$ cat src/rtl/wk_pkg.sv
package wk_pkg;
  localparam int DW = 8;
  localparam int AW = 2;
  localparam logic [AW-1:0] ADDR_PRIMARY = 2'd0;
  localparam logic [AW-1:0] ADDR_MIRROR  = 2'd1;
  localparam logic [AW-1:0] ADDR_MASK    = 2'd2;
  localparam logic [AW-1:0] ADDR_PEND    = 2'd3;
  // mask register layout
  localparam int MSK_PBM = 5;
  localparam int MSK_PSO = 6;
  localparam int MSK_RTC = 7;
  // pending register layout: bits 5:0 sleep requests S0..S5
  localparam int PND_PBM = 6;
  localparam int PND_PSO = 7;
endpackage

$ cat src/rtl/wk_w1c_reg.sv
module wk_w1c_reg #(
  parameter int W = 2
) (
  input  logic         clk,
  input  logic         rst,
  input  logic         clr,
  input  logic [W-1:0] set_i,
  input  logic [W-1:0] w1c_i,
  output logic [W-1:0] q
);
  // set wins over a same-cycle clear; resets win over everything
  always_ff @(posedge clk) begin
    if (rst || clr) q <= '0;
    else            q <= (q & ~w1c_i) | set_i;
  end
endmodule

$ cat src/rtl/wk_change_det.sv
module wk_change_det #(
  parameter int W = 8
) (
  input  logic         clk,
  input  logic         rst,
  input  logic [W-1:0] mon_i,
  output logic [W-1:0] chg_o
);
  logic [W-1:0] prev_q;

  // sampled during reset too, so the first cycle after reset sees no change
  always_ff @(posedge clk) prev_q <= mon_i;

  assign chg_o = rst ? '0 : (mon_i ^ prev_q);
endmodule

$ cat src/rtl/wk_irq_combine.sv
module wk_irq_combine
  import wk_pkg::*;
#(
  parameter int N_SLEEP = 6
) (
  input  logic          clk,
  input  logic          rst,
  input  logic [DW-1:0] mask_i,
  input  logic [DW-1:0] pend_i,
  input  logic          rtc_alarm,
  output logic          irq_o
);
  localparam int N_SEN = N_SLEEP - 1;
  logic [DW-1:0] en_vec;

  // S0 has no enable of its own: any S1..S5 enable arms it
  assign en_vec[0] = |mask_i[N_SEN-1:0];
  for (genvar i = 1; i < N_SLEEP; i++) begin : g_sleep_en
    assign en_vec[i] = mask_i[i-1];
  end
  assign en_vec[PND_PBM] = mask_i[MSK_PBM];
  assign en_vec[PND_PSO] = mask_i[MSK_PSO];

  always_ff @(posedge clk) begin
    if (rst) irq_o <= 1'b0;
    else     irq_o <= (|(pend_i & en_vec)) | (rtc_alarm & mask_i[MSK_RTC]);
  end
endmodule

$ cat src/rtl/wk_event_ctl.sv
module wk_event_ctl
  import wk_pkg::*;
#(
  parameter int N_EV    = 2,
  parameter int N_SLEEP = 6
) (
  input  logic          clk,
  input  logic          rst,
  input  logic          host_sw_rst,
  input  logic          reg_we,
  input  logic [AW-1:0] reg_addr,
  input  logic [DW-1:0] reg_wdata,
  output logic [DW-1:0] reg_rdata,
  input  logic          ev_ri1,
  input  logic          ev_ri2,
  input  logic          rtc_alarm,
  input  logic [N_SLEEP-1:0] acpi_req,
  input  logic          pbm_bit,
  input  logic          pso_bit,
  output logic          core_irq
);
  localparam int N_MON = N_SLEEP + 2;

  logic [N_EV-1:0]  ev_vec;
  logic [N_EV-1:0]  primary_q, mirror_q;
  logic [N_EV-1:0]  primary_w1c, mirror_w1c;
  logic [DW-1:0]    mask_q;
  logic [N_MON-1:0] mon_vec, chg_vec, pend_q, pend_w1c;

  assign ev_vec  = {ev_ri2, ev_ri1};
  assign mon_vec = {pso_bit, pbm_bit, acpi_req};

  assign primary_w1c = (reg_we && reg_addr == ADDR_PRIMARY) ? reg_wdata[N_EV-1:0] : '0;
  assign mirror_w1c  = (reg_we && reg_addr == ADDR_MIRROR)  ? reg_wdata[N_EV-1:0] : '0;
  assign pend_w1c    = (reg_we && reg_addr == ADDR_PEND)    ? reg_wdata[N_MON-1:0] : '0;

  wk_w1c_reg #(.W(N_EV)) u_primary (
    .clk(clk), .rst(rst), .clr(1'b0),
    .set_i(ev_vec), .w1c_i(primary_w1c), .q(primary_q)
  );

  wk_w1c_reg #(.W(N_EV)) u_mirror (
    .clk(clk), .rst(rst), .clr(host_sw_rst),
    .set_i(ev_vec), .w1c_i(mirror_w1c), .q(mirror_q)
  );

  wk_change_det #(.W(N_MON)) u_chg (
    .clk(clk), .rst(rst), .mon_i(mon_vec), .chg_o(chg_vec)
  );

  wk_w1c_reg #(.W(N_MON)) u_pend (
    .clk(clk), .rst(rst), .clr(1'b0),
    .set_i(chg_vec), .w1c_i(pend_w1c), .q(pend_q)
  );

  always_ff @(posedge clk) begin
    if (rst)                                   mask_q <= '0;
    else if (reg_we && reg_addr == ADDR_MASK)  mask_q <= reg_wdata;
  end

  wk_irq_combine #(.N_SLEEP(N_SLEEP)) u_irq (
    .clk(clk), .rst(rst), .mask_i(mask_q), .pend_i(pend_q),
    .rtc_alarm(rtc_alarm), .irq_o(core_irq)
  );

  always_ff @(posedge clk) begin
    if (rst) reg_rdata <= '0;
    else begin
      case (reg_addr)
        ADDR_PRIMARY: reg_rdata <= {{(DW-N_EV){1'b0}}, primary_q};
        ADDR_MIRROR:  reg_rdata <= {{(DW-N_EV){1'b0}}, mirror_q};
        ADDR_MASK:    reg_rdata <= mask_q;
        default:      reg_rdata <= pend_q;
      endcase
    end
  end
endmodule

$ cat config.mk
export PLATFORM = sky130hd
export DESIGN_NAME = wk_event_ctl
export DESIGN_NICKNAME = d
export VERILOG_FILES = /design/src/rtl/wk_pkg.sv /design/src/rtl/wk_w1c_reg.sv /design/src/rtl/wk_change_det.sv /design/src/rtl/wk_irq_combine.sv /design/src/rtl/wk_event_ctl.sv
export SDC_FILE = /design/constraint.sdc
export NUM_CORES = 1
export LEC_CHECK = 0
export ABC_AREA = 0
export BUFFER_PORTS_ARGS = -buffer_cell sky130_fd_sc_hd__buf_2
export CAP_MARGIN = 5
export CORE_MARGIN = 3
export CORE_UTILIZATION = 45
export DETAILED_ROUTE_END_ITERATION = 6
export PLACE_DENSITY = 0.71
export RECOVER_POWER = 50
export SETUP_SLACK_MARGIN = 0.4
export SYNTH_ARGS = -nofsm -noshare
export SYNTH_HDL_FRONTEND = slang
export SYNTH_SLANG_ARGS = --single-unit
$ cat constraint.sdc
create_clock -name clk -period 1.31 [get_ports clk]
set_input_delay 0.1965 -clock clk [delete_from_list [all_inputs] [get_ports clk]]
set_output_delay 0.1965 -clock clk [all_outputs]
set_load 0.05 [all_outputs]
=== Word-level counts from Yosys, hierarchy flattened ===
Index checks and enable logic that the tools add are counted.

* Bits in registers: 37
* Bits of input ports: 25
* Output and inout bits: 9
* Logic and storage cells: 36

* Equality and inequality tests: 3
* Multiplexer cells: 5
* Bitwise gates (word level): 13
* Reduce and logical (&&, ||, !) cells: 8

{| class="wikitable"
|+ Operators with widths
! cell !! count
|-
| $pmux W8 S3 || 1
|-
| $and A8 B8 Y8 || 2
|-
| $mux W8 || 2
|-
| $not A8 Y8 || 1
|-
| $or A8 B8 Y8 || 1
|-
| $reduce_or A8 Y1 || 1
|-
| $xor A8 B8 Y8 || 1
|-
| $reduce_or A5 Y1 || 1
|-
| $and A2 B2 Y2 || 2
|-
| $eq A2 B2 Y1 const B || 2
|-
| $logic_and A1 B1 Y1 || 4
|-
| $mux W2 || 2
|-
| $not A2 Y2 || 2
|-
| $or A2 B2 Y2 || 2
|-
| $eq A2 B1 Y1 const B || 1
|-
| $logic_not A2 Y1 || 1
|-
| $and A1 B1 Y1 || 1
|-
| $logic_or A1 B1 Y1 || 1
|-
| $or A1 B1 Y1 || 1
|}

=== Depth between registers and ports, before layout ===
Gate-level depths: netlist of run 1.

* Depth in word-level cells: 6
* Mapped depth: 5

=== Cells and area by module ===
Synthesis of run 1 repeated with hierarchy kept, for this count alone.

* Cells, all modules: 161
* Area total of the unflattened synthesis: 1621.6 um^2

{| class="wikitable"
|+ By module, submodules not included
! module !! instances !! cells each !! area each (um^2)
|-
| wk_event_ctl || 1 || 76 || 794.5
|-
| wk_w1c_reg (u_pend) || 1 || 34 || 327.8
|-
| wk_change_det || 1 || 25 || 271.5
|-
| wk_w1c_reg (u_mirror ...) || 2 || 9 || 76.3
|-
| wk_irq_combine || 1 || 8 || 75.1
|}

=== Worst setup path after synthesis of run 1 ===
Ideal clock, no wire load.

* Path type: reg-to-reg
* Start point: register mask_q[1]
* End point: register u_irq.irq_o
* Library setup time: 0.133 ns
* Arrival time: 1.009 ns
* Required time: 1.177 ns
* Slack: 0.168 ns
* Cell stages (with the launch flop): 4
* Cell sequence: dfxtp_1 > or4_1 > o21ai_0 > a31oi_1

* Longest elaborated chain between the ends: 4

{| class="wikitable"
|+ Ends and longest elaborated chain
! element !! line !! RTL
|-
| start: declaration || wk_event_ctl.sv:27 || <nowiki>logic [DW-1:0] mask_q;</nowiki>
|-
| start signal: assignment || wk_event_ctl.sv:58 || <nowiki>else if (reg_we && reg_addr == ADDR_MASK) mask_q <= reg_wdata;</nowiki>
|-
| $reduce_or A5 Y1 || wk_irq_combine.sv:17 || <nowiki>assign en_vec[0] = |mask_i[N_SEN-1:0];</nowiki>
|-
| $and A8 B8 Y8 (*) || wk_irq_combine.sv:26 || <nowiki>else irq_o <= (|(pend_i & en_vec)) | (rtc_alarm & mask_i[MSK_RTC]);</nowiki>
|-
| $reduce_or A8 Y1 (*) || wk_irq_combine.sv:26 ||
|-
| $or A1 B1 Y1 (*) || wk_irq_combine.sv:26 ||
|-
| end signal: assignment || wk_irq_combine.sv:26 ||
|-
| end: declaration || wk_irq_combine.sv:11 || <nowiki>output logic irq_o</nowiki>
|}

Every way passes the cells marked *; elsewhere a longest branch is shown, timed or not.
A chain may end at the register's enable or synchronous reset.

=== Final worst setup path of run 1 ===
* Start point: register mask_q[2]
* End point: register u_irq.irq_o

Same word-level chain as after synthesis.

==> impl_metrics.py, run 1 <==
metrics = {
    "yosys": {
        "synth.distinct_cells": 23,
        "post_synth.cell_area_avg_um2": 10.8,
        "yosys-mux-area-fraction_pct": 13.9,
        "synth_compound_area_share_pct": 10.6,
        "ys_top_cells_by_area": "dfxtp_1 (53%), mux2i_1 (10%), xnor2_1 (5.1%)",
        "yosys.area_share.simple_pct": 11.7,
        "synth_cells": 128,
        "synth_top_area_share_pct": 53.5,
        "ys_ff_latch": 37,
        "yosysTopAreaCell": "dfxtp_1",
        "yosysWarnings": 0,
        "synth-xor-area-share_pct": 5.06,
        "yosys.area_share.adder_pct": 0,
        "synth_top_family_by_area": "multiplexers",
        "synthesis.nets": 153,
        "seq_area_frac_synth_pct": 53.5,
        "syn_area_um2": 1390,
    },
    "clocking": {
        "clk_pin_slew_worst_paths_ns": 0.11,
        "tritoncts": "yes",
        "cts_max_level": 2,
        "clock_sinks": 37,
        "cts_root_buf": "clkbuf_4",
        "cts_buffers": 5,
        "clk_latency_ns": 0.34,
        "clock_path_buffers": 2,
    },
    "sta": {
        "worst_slew_pin_slew_ns": 0.530,
        "fin_tns_setup_ns": 0,
        "hold_ws_ns": 0.0844,
        "slew_headroom_pct": 64.6,
        "final-setup-viol-count": 0,
        "fin_crit_ns": 1.17,
        "final_max_slew_viol_count": 0,
        "grt_setup_unrepaired": "yes",
        "finalCritPeriodShare_pct": 89.5,
        "hold_viol": 0,
        "worst_clock_skew_ns": 0.0103,
        "fmax_mhz": 853,
    },
    "route": {
        "vias": 1067,
        "drt-total-wl_um": 2760,
        "routed_via_density": 4.99,
        "wl_per_cell_um": 12.9,
        "ant_nets": 0,
        "drc": 0,
        "first_pass_iters": 4,
        "drt_iter0_drc": 13,
    },
    "critical_path": {
        "cp_max_fo": 2,
        "cp.required_ns": 1.52,
        "critPathLaunch": "mask_q[2]",
        "crit_arrival_ns": 1.39,
        "timing.rr.end": "u_irq.irq_o",
        "r2r_slack_ns": 0.14,
        "worstRegToRegCells": 3,
        "critPathLaunchType": "flip-flop",
        "path_class": "reg2reg",
        "end_kind": "flip-flop",
        "crit_path_end": "u_irq.irq_o",
        "r2r-start": "mask_q[2]",
    },
    "layout": {
        "area_delta_synth_final_pct": 35.3,
        "layout_commonest_cell": "dfxtp_1",
        "fin_nets": 207,
        "mostFrequentLayoutCells": "dfxtp_1 (24), nor2_1 (16), buf_2 (15)",
        "drive_gt1_share_pct": 30.6,
        "antennaDiodeCount": 0,
        "n_fill_cell": 233,
    },
    "placement": {
        "portBuffers": 33,
        "gp_congestion": 0.813,
        "hpwl_um": 1860,
    },
    "power": {
        "ir_worst_vdd_v": 0.000697,
        "p_leak_nw": 0.843,
        "power_density_nw_per_um2": 1260,
    },
    "floorplan": {
        "dieArea_um2": 3780,
        "die_w_um": 61.5,
        "core_um2": 2850,
        "initial_core_util_pct": 48.6,
        "rows": 19,
        "io_pins": 34,
        "die_h_um": 61.5,
    },
    "global_route": {
        "antenna_found_initial": 0,
        "grt_pass1_wl_um": 4440,
        "track_usage_pct": 16.8,
        "grt-ovfl-total": 0,
        "grt_max_degree": 21,
        "grt_pass1_vias": 1030,
    },
    "job": {
        "drv_cap": 0,
    },
    "run_status": {
        "outcome": "completed",
    },
    "worst_hold_path": {
        "hold_class": "in2reg",
    },
}
==> worst min path at each step <==
| stage | from | to | cells past startpoint |
|---|---|---|---|
| 2_1_floorplan | acpi_req[0] | u_chg.prev_q[0] | 0 |
| 3_3_place_gp | pso_bit | u_chg.prev_q[7] | 1 |
| 3_5_place_dp | acpi_req[5] | u_chg.prev_q[5] | 1 |
| 4_1_cts | host_sw_rst | u_mirror.q[1] | 2 |
| 5_1_grt | ev_ri1 | u_primary.q[0] | 3 |
| 6_report | rst | reg_rdata[1] | 2 |
==> flip-flops by register name (all words and copies together) (netlist names) <==
register,cells
mask_q,8
reg_rdata,8
u_chg.prev_q,8
u_irq.irq_o,1
u_mirror.q,2
u_pend.q,8
u_primary.q,2
==> layer usage <==
metal  routed length [um]  track usage [%]  share of wire, %
met1                 1250             19.8                45
met2                 1320             26.2                48
met3                  131             5.24               4.8
met4                   51             10.9               1.9
met5                    0                0                 0
==> where the power goes <==
group	switching (W)	internal (W)	leakage, nW
logic	0.000154	0.000164	0.486
registers	0.0000426	0.00119	0.312
clock network	0.000356	0.000456	0.0455
==> layout make-up <==
class | instances | area (um^2) | area share, %
well taps | 31 | 38.8 | 2.07
flip-flops and latches | 37 | 757 | 40.4
repair buffers | 52 | 405 | 21.6
multi-input cells | 78 | 558 | 29.8
clock inverters | 1 | 30.0 | 1.60
clock buffers | 7 | 55.1 | 2.94
inverters | 8 | 30.0 | 1.60
==> critical path, stage by stage, from the launching register on <==
cell	delay [ns]
dfxtp_2	0.33
or4_1	0.51
o21ai_1	0.13
a31oi_1	0.08
==> cells in the mapped netlist <==
cell type	count
nand3_1	1
nor2b_1	2
nor3_1	2
mux2i_1	14
a221oi_1	2
a31oi_1	1
o21ai_0	9
or4_1	1
clkbuf_2	1
nand2b_1	1
xnor2_1	8
nor2_1	16
mux4_1	2
buf_6	1
dfxtp_1	37
nand3b_4	1
inv_1	8
buf_12	1
nand4b_1	2
clkbuf_1	2
a22o_1	2
nand4bb_1	2
a21oi_1	12
==> repair_timing <==
action                                  CTS  global route
hold buffers                              8             1
endpoints found under the setup margin   12            12
setup buffers                             5             3
resized for setup                        36             5
cloned                                    0             0
hold endpoints to repair                  8             1
pin swaps                                 3             3
==> per-stage QoR <==
step                      utilization [%]  setup WS, ns  instance area, um^2  cells  power [W]
final                                65.7         0.138                 1870    214    0.00236
after global routing                 65.7        0.0893                 1870    214    0.00247
after CTS                            64.7         0.128                 1850    210    0.00238
after detailed placement             54.6         0.140                 1560    189    0.00151
after global placement               54.6         0.152                 1560    189    0.00151
after floorplan                         -         0.190                 1390    128    0.00143
==> logic make-up (layout without fill, tap and decap cells) <==
group           Yosys count  in the layout
mux                      16             16
buf+inv                  13             68
compound gates           26             26
simple gates             28             28
xor+xnor                  8              8
flops                    37             37
Note: power is estimated with default switching activity, not from simulation.
==> run 2, diff against run 1 <==
- MAX_ROUTING_LAYER: default -> met4
==> impl_metrics.py, run 2 (synthesis gave the netlist of run 1 again) <==
metrics = {
    "clocking": {
        "clock_path_buffers": 2,
        "tritoncts": "yes",
        "clock_sinks": 37,
        "cts_max_level": 2,
        "clk_pin_slew_worst_paths_ns": 0.11,
        "cts_root_buf": "clkbuf_4",
        "clk_latency_ns": 0.34,
        "cts_buffers": 5,
    },
    "sta": {
        "final-setup-viol-count": 0,
        "grt_setup_unrepaired": "yes",
        "fin_tns_setup_ns": 0,
        "worst_slew_pin_slew_ns": 0.535,
        "worst_clock_skew_ns": 0.0100,
        "finalCritPeriodShare_pct": 89.3,
        "final_max_slew_viol_count": 0,
        "fmax_mhz": 855,
        "hold_viol": 0,
        "fin_crit_ns": 1.17,
        "hold_ws_ns": 0.0839,
        "slew_headroom_pct": 64.2,
    },
    "worst_hold_path": {
        "hold_class": "in2reg",
    },
    "global_route": {
        "antenna_found_initial": 0,
        "grt_max_degree": 21,
        "track_usage_pct": 17.3,
        "grt_pass1_vias": 1029,
        "grt-ovfl-total": 0,
        "grt_pass1_wl_um": 4440,
    },
    "power": {
        "seqPwrFrac_pct": 52.2,
        "power.net_switching_w": 0.000551,
        "p_leak_nw": 0.843,
        "clkPwrFrac_pct": 34.3,
        "pwr-share-comb_pct": 13.4,
        "power_density_nw_per_um2": 1260,
        "intPower_w": 0.00181,
        "ir_worst_vdd_v": 0.000695,
        "switching_share_pct": 23.3,
    },
    "layout": {
        "mostFrequentLayoutCells": "dfxtp_1 (24), nor2_1 (16), buf_2 (15)",
        "area_delta_synth_final_pct": 35.3,
        "finalCoreUtilization_pct": 65.7,
        "layout_commonest_cell": "dfxtp_1",
        "n_fill_cell": 233,
        "fin_nets": 207,
        "final_cells": 214,
        "drive_gt1_share_pct": 30.6,
        "antennaDiodeCount": 0,
    },
    "critical_path": {
        "crit_chain": "or4_1 -> o21ai_1 -> a31oi_1",
        "critPathLaunchType": "flip-flop",
        "max_stage_delay_ns": 0.51,
        "critPathSlowestCell": "or4_1",
        "cp_num_buf_inv": 0,
        "path_class": "reg2reg",
        "crit_arrival_ns": 1.38,
        "cp_max_fo": 2,
        "end_kind": "flip-flop",
        "cp.required_ns": 1.52,
        "cp_top_family": "simple AND/OR/NAND/NOR gates",
    },
    "route": {
        "drt-total-wl_um": 2740,
        "first_pass_iters": 4,
        "wl_per_cell_um": 12.8,
        "ant_nets": 0,
        "routed_via_density": 4.95,
        "drc": 0,
        "drt_iter0_drc": 15,
        "vias": 1060,
    },
    "placement": {
        "gp_congestion": 0.825,
        "numPlacedInstances": 189,
        "portBuffers": 33,
        "hpwl_um": 1860,
    },
    "run_status": {
        "outcome": "completed",
    },
    "floorplan": {
        "core_um2": 2850,
        "die_w_um": 61.5,
        "die_h_um": 61.5,
        "initial_core_util_pct": 48.6,
        "io_pins": 34,
        "dieArea_um2": 3780,
        "rows": 19,
    },
    "job": {
        "drv_cap": 0,
    },
}
[run 2: cell counts in the layout (fill, tap and decap cells not counted)]
No cell type changed its count.
[run 2: what timing repair did]
item / CTS / global route
setup endpoints to repair: 12 / 12
endpoints found under the hold margin: 8 / 1
buffers inserted: 5 / 3
hold buffers: 8 / 1
resized for setup: 36 / 5
pin swaps: 3 / 3
[run 2: power groups by stage]
stage	logic, W	registers, W	clock network (W)
final	0.000317	0.00123	0.000812
after floorplan	0.000143	0.00129	0
after global placement	0.000255	0.00125	0
after detailed placement	0.000260	0.00125	0
after global routing	0.000348	0.00124	0.000876
after CTS	0.000311	0.00123	0.000840
[run 2: cell type report]
cell class,count,area (um^2),area share (%)
Clock buffer,7,55.1,2.94
Clock inverter,1,30.0,1.60
Sequential cell,37,757,40.4
Tap cell,31,38.8,2.07
Inverter,8,30.0,1.60
Timing Repair Buffer,52,405,21.6
Multi-Input combinational cell,78,558,29.8
[run 2: routing by layer]
| metal | up-vias | share of wire (%) | routed length, um | GRT usage, % |
|---|---|---|---|---|
| met4 | 0 | 2.3 | 64 | 10.9 |
| met5 | - | 0 | 0 | - |
| met3 | 7 | 5.0 | 136 | 5.24 |
| met1 | 477 | 45 | 1240 | 19.8 |
| li1 | 548 | - | - | - |
| met2 | 28 | 47 | 1300 | 26.2 |
[run 2: final timing paths]
check	start	endpoint	slack [ns]	depth (start not counted)
worst max-delay path	mask_q[2]	u_irq.irq_o	0.14	3
worst min register to register	u_pend.q[1]	u_pend.q[1]	0.50	2
worst max register to register	mask_q[2]	u_irq.irq_o	0.14	3
worst min-delay path	rst	reg_rdata[1]	0.08	2
[run 2: through the flow]
step / area [um^2] / total power, W / worst slack (ns)
floorplan: 1390 / 0.00143 / 0.190
CTS: 1850 / 0.00238 / 0.128
global route: 1870 / 0.00247 / 0.0893
global placement: 1560 / 0.00151 / 0.152
finish: 1870 / 0.00236 / 0.140
detailed placement: 1560 / 0.00151 / 0.140
==> run 3, diff against run 2 <==
- PLACE_DENSITY: 0.71 -> 0.74
- clock period: 1.31 -> 1 ns (I/O delays scaled with it)
==> impl_metrics.py, run 3 (synthesis gave the netlist of run 1 again) <==
metrics = {
    "layout": {
        "n_fill_cell": 198,
        "stdcell_area_um2": 2080,
        "multiInputGateArea_um2": 644,
        "mostFrequentLayoutCells": "nor2_1 (16), buf_2 (15), dfxtp_2 (15)",
        "regArea_um2": 793,
        "antennaDiodeCount": 0,
        "fin_nets": 213,
        "layout_commonest_cell": "nor2_1",
        "area_delta_synth_final_pct": 50.4,
        "drive_gt1_share_pct": 48.7,
    },
    "sta": {
        "grt_setup_unrepaired": "yes",
        "fmax_mhz": 861,
        "finalCritPeriodShare_pct": 116,
        "worst_clock_skew_ns": 0.00756,
        "worst_slew_pin_slew_ns": 0.269,
        "hold_viol": 2,
        "slew_headroom_pct": 82.1,
        "hold_ws_ns": -0.0153,
        "final_max_slew_viol_count": 0,
        "final-setup-viol-count": 3,
        "setup_ws_ns": -0.162,
        "fin_crit_ns": 1.16,
        "fin_tns_setup_ns": -0.362,
    },
    "critical_path": {
        "critPathLaunch": "mask_q[1]",
        "critPathLaunchType": "flip-flop",
        "cp.required_ns": 1.22,
        "path_class": "reg2reg",
        "cp_max_fo": 2,
        "end_kind": "flip-flop",
        "crit_arrival_ns": 1.38,
        "worstRegToRegCells": 3,
        "r2r_slack_ns": -0.16,
        "crit_path_end": "u_irq.irq_o",
        "r2r-start": "mask_q[1]",
        "timing.rr.end": "u_irq.irq_o",
    },
    "floorplan": {
        "initial_core_util_pct": 48.6,
        "io_pins": 34,
        "rows": 19,
        "core_um2": 2850,
        "die_w_um": 61.5,
        "dieArea_um2": 3780,
        "die_h_um": 61.5,
    },
    "clocking": {
        "cts_buffers": 5,
        "clock_path_buffers": 2,
        "cts_root_buf": "clkbuf_4",
        "clk_pin_slew_worst_paths_ns": 0.10,
        "tritoncts": "yes",
        "clk_latency_ns": 0.34,
        "clock_sinks": 37,
        "cts_max_level": 2,
        "holdBufCountCts": 8,
    },
    "power": {
        "ir_worst_vdd_v": 0.00133,
        "power_density_nw_per_um2": 1490,
        "power_w": 0.00310,
        "p_leak_nw": 0.934,
    },
    "worst_hold_path": {
        "hold_class": "in2reg",
        "hold_path_depth": 2,
    },
    "global_route": {
        "track_usage_pct": 18.7,
        "grt-ovfl-total": 0,
        "grt_max_degree": 14,
        "grt_pass1_vias": 1091,
        "grt_pass1_wl_um": 4880,
        "antenna_found_initial": 0,
    },
    "route": {
        "ant_nets": 0,
        "drc": 0,
        "vias": 1134,
        "first_pass_iters": 4,
        "drt_iter0_drc": 16,
        "wl_per_cell_um": 14.0,
        "drt-total-wl_um": 3070,
        "routed_via_density": 5.15,
    },
    "placement": {
        "gp_congestion": 0.850,
        "portBuffers": 33,
        "post-place-ws_ns": -0.168,
        "hpwl_um": 2040,
        "place_area_um2": 1690,
    },
    "job": {
        "drv_cap": 0,
    },
    "run_status": {
        "outcome": "finished, violations left",
        "violations": "hold timing, setup timing",
    },
}
[run 3: area by class of cell]
class	instances	area share, %
Multi-Input combinational cell	78	30.9
Inverter	8	1.44
Sequential cell	37	38.1
Clock buffer	8	3.84
Tap cell	31	1.86
Timing Repair Buffer	58	23.8
[run 3: per-layer routing]
layer  track usage [%]  share of wire (%)  wire [um]  vias up
li1                  -                  -          -      565
met5                 -                  0          0        -
met1              21.7                 43       1330      534
met2              29.4                 51       1560       30
met4              7.88                1.2         36        0
met3              6.50                4.9        149        5
[run 3: power breakdown]
group          internal [W]  switching [W]
logic              0.000279       0.000241
registers           0.00155      0.0000614
clock network      0.000497       0.000471
[run 3: timing repair]
item / 4_1_cts / 5_1_grt
setup buffers: 3 / 1
pin swaps: 18 / 9
hold endpoints to repair: 10 / 2
gates resized for setup: 67 / 10
endpoints found under the setup margin: 38 / 38
[run 3: stage by stage]
| step | util (%) | std cells |
|---|---|---|
| global route | 73.0 | 220 |
| global placement | 59.4 | 200 |
| floorplan | - | 128 |
| CTS | 72.1 | 219 |
| detailed placement | 59.4 | 200 |
| finish | 73.0 | 220 |
[run 3: critical path, stage by stage (launching register included)]
cell	delay (ns)
dfxtp_2	0.33
or4_1	0.50
o21ai_1	0.13
a31oi_1	0.08
[run 3: worst min-delay path by stage]
stage / slack, ns / start / to
floorplan: 0.18 / acpi_req[0] / u_chg.prev_q[0]
global placement: 0.28 / pbm_bit / u_chg.prev_q[6]
detailed placement: 0.28 / acpi_req[3] / u_chg.prev_q[3]
CTS: -0.03 / host_sw_rst / u_mirror.q[0]
global route: -0.05 / host_sw_rst / u_mirror.q[1]
finish: -0.02 / host_sw_rst / u_mirror.q[1]
